[src/rtl/fbdt_pkg.sv]
package fbdt_pkg;

  typedef enum logic [1:0] {
    ST_IDLE  = 2'd0,
    ST_DELAY = 2'd1,
    ST_WAIT  = 2'd2
  } rearmState_e;

  // control -> datapath
  typedef struct packed {
    logic acceptIn;   // strobes may update busy set
    logic clearBusy;  // fresh enable: wipe busy set
    logic loadDelay;  // start re-arm countdown
    logic loadWait;   // start idle timeout
    logic decCount;   // count one tick down
  } ctrlStrobe_t;

  // datapath -> control
  typedef struct packed {
    logic busyEmptyNext;  // busy set empty after this cycle's update
    logic flushHit;       // accepted flush carried a relevant bit
    logic cntLast;        // shared counter on its final tick
  } dpStatus_t;

endpackage

[src/rtl/fbdt_datapath.sv]
module fbdt_datapath
  import fbdt_pkg::*;
#(
  parameter int NUM_PLANES  = 8,
  parameter int DELAY_TICKS = 100,
  parameter int IDLE_TICKS  = 50
) (
  input  logic                  clk,
  input  logic                  rstN,
  input  ctrlStrobe_t           strobe,
  input  logic                  srActive,
  input  logic [NUM_PLANES-1:0] pipeMask,
  input  logic                  invValid,
  input  logic [NUM_PLANES-1:0] invBits,
  input  logic                  flushValid,
  input  logic [NUM_PLANES-1:0] flushBits,
  output dpStatus_t             status,
  output logic                  exitReq
);

  localparam int MAX_TICKS = (DELAY_TICKS > IDLE_TICKS) ? DELAY_TICKS : IDLE_TICKS;
  localparam int CNT_W     = $clog2(MAX_TICKS + 1);

  logic [NUM_PLANES-1:0] maskedInv;
  logic [NUM_PLANES-1:0] maskedFlush;
  logic [NUM_PLANES-1:0] busyQ;
  logic [NUM_PLANES-1:0] busyD;
  logic [CNT_W-1:0]      countQ;

  assign maskedInv   = (invValid   && strobe.acceptIn) ? (invBits   & pipeMask) : '0;
  assign maskedFlush = (flushValid && strobe.acceptIn) ? (flushBits & pipeMask) : '0;

  // one busy flop per plane; set beats clear
  for (genvar p = 0; p < NUM_PLANES; p++) begin : g_plane
    always_comb begin
      if (strobe.clearBusy) busyD[p] = 1'b0;
      else                  busyD[p] = maskedInv[p] | (busyQ[p] & ~maskedFlush[p]);
    end

    always_ff @(posedge clk or negedge rstN) begin
      if (!rstN) busyQ[p] <= 1'b0;
      else       busyQ[p] <= busyD[p];
    end
  end

  // shared tick counter for both the re-arm delay and the idle timeout
  always_ff @(posedge clk or negedge rstN) begin
    if (!rstN)                 countQ <= '0;
    else if (strobe.loadDelay) countQ <= CNT_W'(DELAY_TICKS);
    else if (strobe.loadWait)  countQ <= CNT_W'(IDLE_TICKS);
    else if (strobe.decCount)  countQ <= countQ - CNT_W'(1);
  end

  always_ff @(posedge clk or negedge rstN) begin
    if (!rstN) exitReq <= 1'b0;
    else       exitReq <= srActive && (|(maskedInv | maskedFlush));
  end

  assign status.busyEmptyNext = ~|busyD;
  assign status.flushHit      = |maskedFlush;
  assign status.cntLast       = (countQ == CNT_W'(1));

endmodule

[src/rtl/fbdt_control.sv]
module fbdt_control
  import fbdt_pkg::*;
(
  input  logic        clk,
  input  logic        rstN,
  input  logic        srEnable,
  input  logic        srActive,
  input  logic        hwIdle,
  input  logic        tick,
  input  logic        flushValid,
  input  dpStatus_t   status,
  output ctrlStrobe_t strobe,
  output logic        activateReq
);

  rearmState_e stateQ, stateD;
  logic        enPrevQ;
  logic        enRise;
  logic        accept;
  logic        actD;

  assign enRise = srEnable && !enPrevQ;
  assign accept = srEnable && enPrevQ;

  always_comb begin
    stateD           = stateQ;
    actD             = 1'b0;
    strobe           = '0;
    strobe.acceptIn  = accept;
    strobe.clearBusy = enRise;

    unique case (stateQ)
      ST_IDLE: begin
        if (accept && flushValid && (!srActive || status.flushHit)
            && status.busyEmptyNext) begin
          stateD           = ST_DELAY;
          strobe.loadDelay = 1'b1;
        end
      end
      ST_DELAY: begin
        if (!srEnable) begin
          stateD = ST_IDLE;
        end else if (tick) begin
          if (status.cntLast) begin
            stateD          = ST_WAIT;
            strobe.loadWait = 1'b1;
          end else begin
            strobe.decCount = 1'b1;
          end
        end
      end
      ST_WAIT: begin
        if (!srEnable) begin
          stateD = ST_IDLE;
        end else if (hwIdle) begin
          actD   = status.busyEmptyNext;
          stateD = ST_IDLE;
        end else if (tick) begin
          if (status.cntLast) stateD = ST_IDLE;
          else                strobe.decCount = 1'b1;
        end
      end
      default: stateD = ST_IDLE;
    endcase
  end

  always_ff @(posedge clk or negedge rstN) begin
    if (!rstN) begin
      stateQ      <= ST_IDLE;
      enPrevQ     <= 1'b0;
      activateReq <= 1'b0;
    end else begin
      stateQ      <= stateD;
      enPrevQ     <= srEnable;
      activateReq <= actD;
    end
  end

endmodule

[src/rtl/fb_dirty_tracker.sv]
module fb_dirty_tracker
  import fbdt_pkg::*;
#(
  parameter int NUM_PLANES  = 8,
  parameter int DELAY_TICKS = 100,
  parameter int IDLE_TICKS  = 50
) (
  input  logic                  clk,
  input  logic                  rstN,
  input  logic                  srEnable,
  input  logic                  srActive,
  input  logic                  hwIdle,
  input  logic                  tick,
  input  logic [NUM_PLANES-1:0] pipeMask,
  input  logic                  invValid,
  input  logic [NUM_PLANES-1:0] invBits,
  input  logic                  flushValid,
  input  logic [NUM_PLANES-1:0] flushBits,
  output logic                  exitReq,
  output logic                  activateReq
);

  ctrlStrobe_t ctrlStrobe;
  dpStatus_t   dpStatus;

  fbdt_control u_ctrl (
    .clk        (clk),
    .rstN       (rstN),
    .srEnable   (srEnable),
    .srActive   (srActive),
    .hwIdle     (hwIdle),
    .tick       (tick),
    .flushValid (flushValid),
    .status     (dpStatus),
    .strobe     (ctrlStrobe),
    .activateReq(activateReq)
  );

  fbdt_datapath #(
    .NUM_PLANES (NUM_PLANES),
    .DELAY_TICKS(DELAY_TICKS),
    .IDLE_TICKS (IDLE_TICKS)
  ) u_dp (
    .clk       (clk),
    .rstN      (rstN),
    .strobe    (ctrlStrobe),
    .srActive  (srActive),
    .pipeMask  (pipeMask),
    .invValid  (invValid),
    .invBits   (invBits),
    .flushValid(flushValid),
    .flushBits (flushBits),
    .status    (dpStatus),
    .exitReq   (exitReq)
  );

endmodule

[config.mk]
export PLATFORM = sky130hd
export DESIGN_NAME = fb_dirty_tracker
export DESIGN_NICKNAME = d
export VERILOG_FILES = /design/src/rtl/fbdt_pkg.sv /design/src/rtl/fbdt_datapath.sv /design/src/rtl/fbdt_control.sv /design/src/rtl/fb_dirty_tracker.sv
export SDC_FILE = /design/constraint.sdc
export NUM_CORES = 1
export LEC_CHECK = 0
export ABC_AREA = 1
export BUFFER_PORTS_ARGS = -buffer_cell sky130_fd_sc_hd__clkbuf_2
export CAP_MARGIN = 20
export CORE_MARGIN = 1
export CORE_UTILIZATION = 51
export DETAILED_ROUTE_END_ITERATION = 8
export PLACE_DENSITY = 0.75
export SETUP_SLACK_MARGIN = 0.05
export SLEW_MARGIN = 10
export SYNTH_ARGS = -nofsm -noshare
export SYNTH_HDL_FRONTEND = slang
export SYNTH_SLANG_ARGS = --single-unit
export TNS_END_PERCENT = 100
[constraint.sdc]
create_clock -name clk -period 2.3 [get_ports clk]
set_input_delay 0.23 -clock clk [delete_from_list [all_inputs] [get_ports clk]]
set_output_delay 0.23 -clock clk [all_outputs]
set_load 0.02 [all_outputs]
==> reports/metrics.csv, run 1 <==
metric,value,unit
status,completed,
avgSynthCellArea,7.38,um^2
ys_types,25,
finalNonFillerCells,232,
drv_slew,0,
synth_fp_nets,203,
drive_gt1_share,23.5,%
final_core_util,65.7,%
skew,0.00208,ns
syn_area,1220,um^2
ir_drop,0.512,mV
gp_congestion,0.834,
htree_levels,1,
fin_nets,242,
tightest_slew,0.523,ns
die_h,51.0,um
yosysSeqAreaShare,40.9,%
max_cap_violations,0,
yosys_warnings,0,
fin_crit_sh,81.2,%
rsz0062_at_grt,no,
seqCellArea,500,um^2
clockRootBuffer,clkbuf_4,
dr.pass1.iters,4,
ant_nets,0,
async_flop_share,100,%
synth.area.top_cells,"dfrtp_1 41%, nand2_1 16%, inv_1 6.7%",
synth.largest_area_cell,dfrtp_1,
cts_inserted_buffers,3,
grt_pass1_wl,4.46,mm
cts_tree,done,
wirelength,2.59,mm
ys_ff_latch,20,
synth_cells,166,
vias_per_cell,4.98,
hold_viol,0,
ys.flop_type,dfrtp_1,
fp.dieW,51.0,um
initial_core_util,54.8,%
antenna_found_initial,0,
io_buffers,33,
start_kind,register,
arrival,2.11,ns
grt_overflow,0,
min_period,1.87,ns
post-place-ws,0.463,ns
row_count,17,
vias,1156,
synth_top_cell_area_share,40.9,%
finalSetupViolations,0,
clkLatencyLatePin,0.30,ns
dpl_cell_area,1420,um^2
setup_ws,0.432,ns
grt_pass1_vias,1092,
layout_common_cells,"51 x nand2_1, 33 x clkbuf_2, 22 x inv_1",
dieArea,2600,um^2
critPathMaxFanout,8,
clock_path_buffers,2,
setup_tns,0,ns
hold_class,in2reg,
synth_edf_count,0,
cts.sinks,20,
layout_commonest_cell,nand2_1,
crit_required,2.54,ns
syn_to_final_growth,19.8,%
grt_max_degree,21,
p_leak,0.863,nW
wl_per_cell,11.1,um
p_per_area,687,nW/um^2
drtIter0Drc,30,
multi_input_area,626,um^2
maxSlewHeadroom,65.2,%
n_antenna_cell,0,
ctsResizeCount,0,
post_cts_buffers,0,
io_pins,34,
grt.total_usage,23.0,%
crit_type,reg2reg,
place_inst,227,
fp.coreArea,2230,um^2
detail_route.drc_violations,0,
final_area,1470,um^2
clock.fmax,0.535,GHz
nFillCells,209,
cts.clk_slew.worst_paths,0.11,ns
dp.final_hpwl,2.03,mm
worstSetupEndpointType,register,
## path summary, 6_finish.rpt
check / from / to / slack, ns / depth (start not counted)
max in group asynchronous: rstN / u_dp.countQ[4] / 1.53 / 2
min: srEnable / u_ctrl.enPrevQ / 0.11 / 1
min reg2reg: u_dp.countQ[5] / u_dp.countQ[5] / 0.53 / 2
max: u_ctrl.stateQ[0] / u_dp.countQ[5] / 0.43 / 10
min in group asynchronous: rstN / u_dp.busyQ[3] / 0.43 / 2
max reg2reg: u_ctrl.stateQ[0] / u_dp.countQ[5] / 0.43 / 10
## through the flow
step                      hold WS (ns)  power [mW]
after floorplan                -0.0656       0.713
after global placement           0.228       0.790
after detailed placement         0.225       0.812
after CTS                       0.0966        1.02
after global routing            0.0833        1.09
final                            0.112        1.01
## cell usage after synthesis, drive strengths merged (4+ instances only)
cell and n:
nand4 4, dfrtp 20, nor2 20, ha 5, nand3 12, o21ai 13
inv 22, a21oi 9, nand2 51
## per-layer routing
metal	global-route usage [%]	part of all wire [%]	vias up
li1	-	-	606
met1	27.9	45	513
met2	40.8	50	35
met3	3.57	4.6	2
met4	8.33	0.62	0
met5	0	0	-
## sequential cells by signal (all words and copies together) (netlist names)
signal	count
u_dp.busyQ	8
u_dp.countQ	7
u_ctrl.stateQ	2
u_ctrl.activateReq	1
u_ctrl.enPrevQ	1
u_dp.exitReq	1
## final cells by class
type / count / area share, %
clock buffers: 4 / 2.47
inverters: 23 / 5.97
multi-input cells: 122 / 42.6
flip-flops and latches: 20 / 34.1
well taps: 28 / 2.39
repair buffers: 35 / 12.4
## critical path, cell delays in order (launching register included)
cell     delay (ns)
dfrtp_1        0.43
inv_1          0.10
ha_1           0.15
nand2_1        0.06
o21ai_0        0.28
nand4_2        0.25
nor2_1         0.21
nand2_1        0.09
o21ai_0        0.14
a21oi_1        0.06
nand2_1        0.06
## kinds of logic after synthesis
kind of cell	Yosys count	synth area share, %
AO/OA/AOI/OAI	26	12.3
XOR/XNOR	1	0.715
adder cells (fa/ha/maj)	5	5.11
buffers and inverters	24	8.07
AND/OR/NAND/NOR	90	33.0
flip-flops	20	40.9
## power breakdown
group / leakage [nW] / switching, mW / total (mW) / internal, mW
Sequential: 0.260 / 0.0590 / 0.480 / 0.421
Combinational: 0.582 / 0.187 / 0.324 / 0.137
Clock: 0.0210 / 0.108 / 0.204 / 0.0964
## timing repair
action / CTS / global route
endpoints found under the setup margin: 0 / 0
hold buffers: 1 / 0
hold endpoints to repair: 20 / 0
No activity file was read; power rests on OpenSTA's default activity.
==> run 2: changes to the inputs <==
==> constraint.sdc (replaced) <==
create_clock -name clk -period 1.8 [get_ports clk]
set_input_delay 0.18 -clock clk [delete_from_list [all_inputs] [get_ports clk]]
set_output_delay 0.18 -clock clk [all_outputs]
set_load 0.02 [all_outputs]
==> run 2 against run 1 <==
Against the previous run: count of clock-buffer cells in the layout shrank 1; cell count grew 1.3%; worst setup slack lost 0.33 ns; core utilization grew 5.0 points; worst hold slack lost 0.027 ns; critical path depth is the same; register-to-register slack lost 0.33 ns; combinational power grew 50%; critical endpoint is now u_dp.countQ[6]; largest power group unchanged.
==> reports/metrics.csv, run 2 (synthesized netlist as in run 1, its figures left out) <==
metric,value,unit,change
status,completed,,
row_count,17,,unchanged
n_antenna_cell,0,,unchanged
p_leak,0.878,nW,+1.7%
rsz0062_at_grt,yes,,
detail_route.drc_violations,0,,unchanged
vias,1219,,+5.4%
fin_nets,246,,+1.7%
dieArea,2600,um^2,unchanged
grt_max_degree,21,,unchanged
totalPowerFinal,1.30,mW,+29%
htree_levels,1,,unchanged
clockPowerShare,15.5,%,-4.7 points
maxSlewHeadroom,65.9,%,+0.79 points
drv_slew,0,,unchanged
grt_pass1_wl,4.12,mm,-7.6%
whs,0.0850,ns,-0.0266 ns
start_kind,register,,
initial_core_util,54.8,%,unchanged
io_buffers,33,,unchanged
reg.largest.list,"u_dp.busyQ x8, u_dp.countQ x7, u_ctrl.stateQ x2",,
grt_overflow,0,,unchanged
use_met2,39.3,%,-1.5 points
clock.fmax,0.589,GHz,+10%
arrival,1.88,ns,-0.23 ns
p_comb_share,37.2,%,+5.0 points
fp.coreArea,2230,um^2,unchanged
clock_path_buffers,2,,unchanged
cts_tree,done,,
min_period,1.70,ns,-0.172 ns
largest_reg_flops,8,,unchanged
max_flop_register,u_dp.busyQ,,
fp.dieW,51.0,um,unchanged
crit_type,reg2reg,,
dr.pass1.iters,4,,unchanged
cts_inserted_buffers,3,,unchanged
layout_commonest_cell,nand2_1,,
wirelength,2.90,mm,+12%
swShare,37.3,%,+2.3 points
crit_required,1.98,ns,-0.56 ns
intPower,817,uW,+25%
gp_congestion,0.826,,-0.92%
syn_to_final_growth,29.0,%,
vias_per_cell,5.19,,+4.1%
setup_tns,0,ns,unchanged
p_sw,487,uW,+38%
hold_class,in2reg,,
critPathMaxFanout,7,,-1
tightest_slew,0.511,ns,-0.0118 ns
io_pins,34,,unchanged
p_per_area,825,nW/um^2,+20%
ant_nets,0,,unchanged
grt.total_usage,21.7,%,-1.3 points
dp.final_hpwl,2.02,mm,-0.44%
drive_gt1_share,31.9,%,+8.4 points
worstSetupEndpointType,register,,
antenna_found_initial,0,,unchanged
ir_drop,0.715,mV,+39%
drtIter0Drc,37,,+23%
clockRootBuffer,clkbuf_4,,
post-place-ws,-0.0925,ns,-0.555 ns
met1_usage,23.7,%,-4.2 points
grt_busiest_layer,met2,,
clkLatencyLatePin,0.29,ns,about the same
hold_viol,0,,unchanged
cts.clk_slew.worst_paths,0.10,ns,about the same
die_h,51.0,um,unchanged
layout_common_cells,"47 x nand2_1, 33 x clkbuf_2, 22 x inv_1",,
skew,0.000910,ns,-0.00117 ns
max_cap_violations,0,,unchanged
setup_ws,0.103,ns,-0.328 ns
grt_pass1_vias,1044,,-4.4%
finalSetupViolations,0,,unchanged
cts.sinks,20,,unchanged
use_met3,2.68,%,-0.89 points
p_seq_share,47.3,%,-0.3 points
wl_per_cell,12.3,um,+11%
fin_crit_sh,94.3,%,+13 points
[run 2: worst max-delay path: stages (launching register included)]
cell and delay (ns):
dfrtp_1 0.41, inv_1 0.10, ha_1 0.17, nand2_1 0.08
o21ai_2 0.18, nand4_2 0.14, buf_4 0.18, nor2_1 0.12
a21oi_1 0.07, o21ai_0 0.08, nand2_1 0.07
[run 2: area by class of cell]
cell class / count / area, um^2
tap: 28 / 35.0
sequential: 20 / 500
multi-input combinational: 122 / 709
clock buffer: 3 / 22.5
inverter: 23 / 87.6
timing repair buffer: 39 / 225
fill: 183 / 653
[run 2: final timing paths]
check | slack (ns) | from | endpoint | cells after the start
min in group asynchronous | 0.38 | rstN | u_dp.busyQ[2] | 2
max in group asynchronous | 1.08 | rstN | u_dp.countQ[0] | 2
worst max-delay path | 0.10 | u_ctrl.stateQ[0] | u_dp.countQ[6] | 10
worst min register to register | 0.52 | u_ctrl.stateQ[0] | u_ctrl.stateQ[0] | 2
worst max register to register | 0.10 | u_ctrl.stateQ[0] | u_dp.countQ[6] | 10
worst min-delay path | 0.08 | srActive | u_dp.exitReq | 3
[run 2: repair_timing]
item | CTS | global route
setup buffers | 0 | 4
hold buffers | 1 | 0
endpoints found under the hold margin | 20 | 0
pin swaps | 1 | 3
resized for setup | 3 | 19
endpoints found under the setup margin | 8 | 8
[run 2: stage by stage]
step	instances	util [%]	cell area (um^2)
5_1_grt	235	70.8	1580
4_1_cts	231	65.5	1460
3_5_place_dp	227	63.6	1420
6_report	235	70.8	1580
3_3_place_gp	227	63.6	1420
2_1_floorplan	166	-	1220
[run 2: layer usage]
metal  vias up  wire length [um]  part of all wire (%)
met5         -                 0                     0
li1        621                 -                     -
met4         0                48                   1.7
met1       554              1210                    42
met2        38              1510                    52
met3         6               125                   4.3
[run 2: power groups by stage]
stage,clock network (mW),logic [mW],registers [mW]
final,0.202,0.485,0.616
after global routing,0.233,0.545,0.626
after CTS,0.216,0.436,0.608
after detailed placement,0,0.430,0.615
after global placement,0,0.400,0.614
after floorplan,0,0.306,0.605
==> run 3: changes to the inputs <==
--- a/config.mk
+++ b/config.mk
@@ -12,6 +12,7 @@
 export CORE_UTILIZATION = 51
 export DETAILED_ROUTE_END_ITERATION = 8
 export PLACE_DENSITY = 0.75
+export RECOVER_POWER = 100
 export SETUP_SLACK_MARGIN = 0.05
 export SLEW_MARGIN = 10
 export SYNTH_ARGS = -nofsm -noshare
==> run 3 against run 2 <==
Against the previous run: sequential power about the same; count of clock-buffer cells in the layout unchanged; register-to-register slack about the same; final area down 0.95%; routed wire length down 0.45%; cell count unchanged; total power down 0.41%; worst setup slack better by 0.0029 ns; die area unchanged.
==> reports/metrics.csv, run 3 (synthesized netlist as in run 1, its figures left out) <==
metric,value,unit,change
clockRootBuffer,clkbuf_4,,
vias,1226,,+0.57%
fp.dieW,51.0,um,unchanged
drtIter0Drc,35,,-5.4%
cp-startpoint,u_ctrl.enPrevQ,,
worstSetupEndpointType,register,,
crit_type,reg2reg,,
vias_per_cell,5.22,,+0.57%
drv_slew,0,,unchanged
gp_congestion,0.826,,unchanged
max_cap_violations,0,,unchanged
swShare,37.2,%,-0.15 points
grt_pass1_wl,4.12,mm,unchanged
p_comb_share,37.2,%,about the same
clock_path_buffers,2,,unchanged
layout_commonest_cell,nand2_1,,
antenna_found_initial,0,,unchanged
crit_required,1.99,ns,about the same
p_per_area,829,nW/um^2,+0.55%
rsz0062_at_grt,yes,,
cp-endpoint,u_ctrl.stateQ[1],,
grt_pass1_vias,1044,,unchanged
critPathMaxFanout,13,,+6
r2r_setup_slack,0.11,ns,about the same
n_antenna_cell,0,,unchanged
dr.pass1.iters,4,,unchanged
whs,0.0851,ns,+0.0000823 ns
cts_tree,done,,
ir_drop,0.710,mV,-0.63%
clkLatencyLatePin,0.29,ns,about the same
p_seq_share,47.3,%,about the same
tightest_slew,1.10,ns,+0.587 ns
grt_overflow,0,,unchanged
layout_common_cells,"47 x nand2_1, 29 x clkbuf_2, 22 x inv_1",,
detail_route.drc_violations,0,,unchanged
syn_to_final_growth,27.8,%,
reg2regPathDepth,11,,+1
p_sw,483,uW,-0.80%
reg2reg_from,u_ctrl.enPrevQ,,
ant_nets,0,,unchanged
htree_levels,1,,unchanged
cts.clk_slew.worst_paths,0.10,ns,about the same
slowest_delay,0.43,ns,+0.02 ns
largest_reg_flops,8,,unchanged
reg2reg_to,u_ctrl.stateQ[1],,
crit_path_frequent_cell,nand2_1,,
grt_max_degree,21,,unchanged
initial_core_util,54.8,%,unchanged
totalPowerFinal,1.30,mW,-0.41%
fp.coreArea,2230,um^2,unchanged
wl_per_cell,12.3,um,-0.45%
p_leak,0.864,nW,-1.5%
io_pins,34,,unchanged
drive_gt1_share,29.0,%,-2.9 points
cts_inserted_buffers,3,,unchanged
dieArea,2600,um^2,unchanged
cts.sinks,20,,unchanged
io_buffers,33,,unchanged
start_kind,register,,
dp.final_hpwl,2.02,mm,unchanged
hold_class,in2reg,,
cp_cell_sequence,nand3_4 > o21ai_0 > nand2_1 > nand2_1 > nand2_2 > nor2_4 > nand3_1 > nand2_1 > nand2_1 > nand2_1 > nand2_1,,
intPower,815,uW,-0.18%
skew,0.00172,ns,+0.000812 ns
finalSetupViolations,0,,unchanged
die_h,51.0,um,unchanged
fin_nets,246,,unchanged
max_flop_register,u_dp.busyQ,,
clock.fmax,0.590,GHz,+0.17%
maxSlewHeadroom,26.8,%,-39 points
status,completed,,
grt.total_usage,21.7,%,unchanged
clockPowerShare,15.5,%,about the same
fin_crit_sh,94.1,%,-0.16 points
reg.largest.list,"u_dp.busyQ x8, u_dp.countQ x7, u_ctrl.stateQ x2",,
hold_viol,0,,unchanged
row_count,17,,unchanged
wirelength,2.89,mm,-0.45%
cp_slowest_cell,dfrtp_1,,
min_period,1.69,ns,-0.00293 ns
arrival,1.88,ns,about the same
[run 3: cell counts in the layout (fill, tap and decap cells not counted)]
Identical to the previous run, type by type.
[run 3: metrics by stage]
| stage | instances | area, um^2 | util, % | setup TNS [ns] | setup WS, ns |
|---|---|---|---|---|---|
| finish | 235 | 1570 | 70.1 | 0 | 0.106 |
| global route | 235 | 1570 | 70.1 | -0.0849 | -0.0470 |
| CTS | 231 | 1460 | 65.5 | 0 | 0.0518 |
| detailed placement | 227 | 1420 | 63.6 | -0.0998 | -0.0925 |
| global placement | 227 | 1420 | 63.6 | 0 | 0.0962 |
| floorplan | 166 | 1220 | - | 0 | 0.196 |
[run 3: layer usage]
| metal | global-route usage [%] | up-vias | part of all wire, % |
|---|---|---|---|
| li1 | - | 619 | - |
| met1 | 23.7 | 553 | 40 |
| met2 | 39.3 | 50 | 53 |
| met3 | 2.68 | 4 | 5.4 |
| met4 | 13.9 | 0 | 1.1 |
| met5 | 0 | - | 0 |
[run 3: worst min path at each step]
| stage | start | endpoint | slack (ns) | cells past startpoint |
|---|---|---|---|---|
| after floorplan | rstN | u_ctrl.activateReq | -0.12 | 0 |
| after global placement | rstN | u_dp.busyQ[2] | 0.17 | 1 |
| after detailed placement | rstN | u_dp.busyQ[2] | 0.17 | 1 |
| after CTS | srActive | u_dp.exitReq | 0.07 | 3 |
| after global routing | srActive | u_dp.exitReq | 0.08 | 3 |
| final | srActive | u_dp.exitReq | 0.09 | 3 |
[run 3: power by group through the flow]
stage               Combinational (mW)  Clock (mW)  Sequential [mW]
floorplan                        0.306           0            0.605
global placement                 0.400           0            0.614
detailed placement               0.430           0            0.615
CTS                              0.436       0.216            0.608
global route                     0.543       0.233            0.626
finish                           0.483       0.202            0.614
[run 3: final cells by class]
class / instances / area (um^2)
multi-input cells: 122 / 699
fillers: 189 / 668
flip-flops and latches: 20 / 500
repair buffers: 39 / 220
inverters: 23 / 87.6
well taps: 28 / 35.0
clock buffers: 3 / 22.5
[run 3: what timing repair did]
| action | in CTS | in global routing |
|---|---|---|
| hold buffers | 1 | 0 |
| pin swaps | 1 | 3 |
| resized for setup | 3 | 19 |
| hold endpoints to repair | 20 | 0 |
| setup endpoints to repair | 8 | 8 |
| setup buffers | 0 | 4 |
[run 3: worst max-delay path, delay by kind of cell, from the launching register on]
family	cells	cell delay, ns
and+or+nand+nor	10	0.90
AOI/OAI and AO/OA	1	0.27
DFF	1	0.43
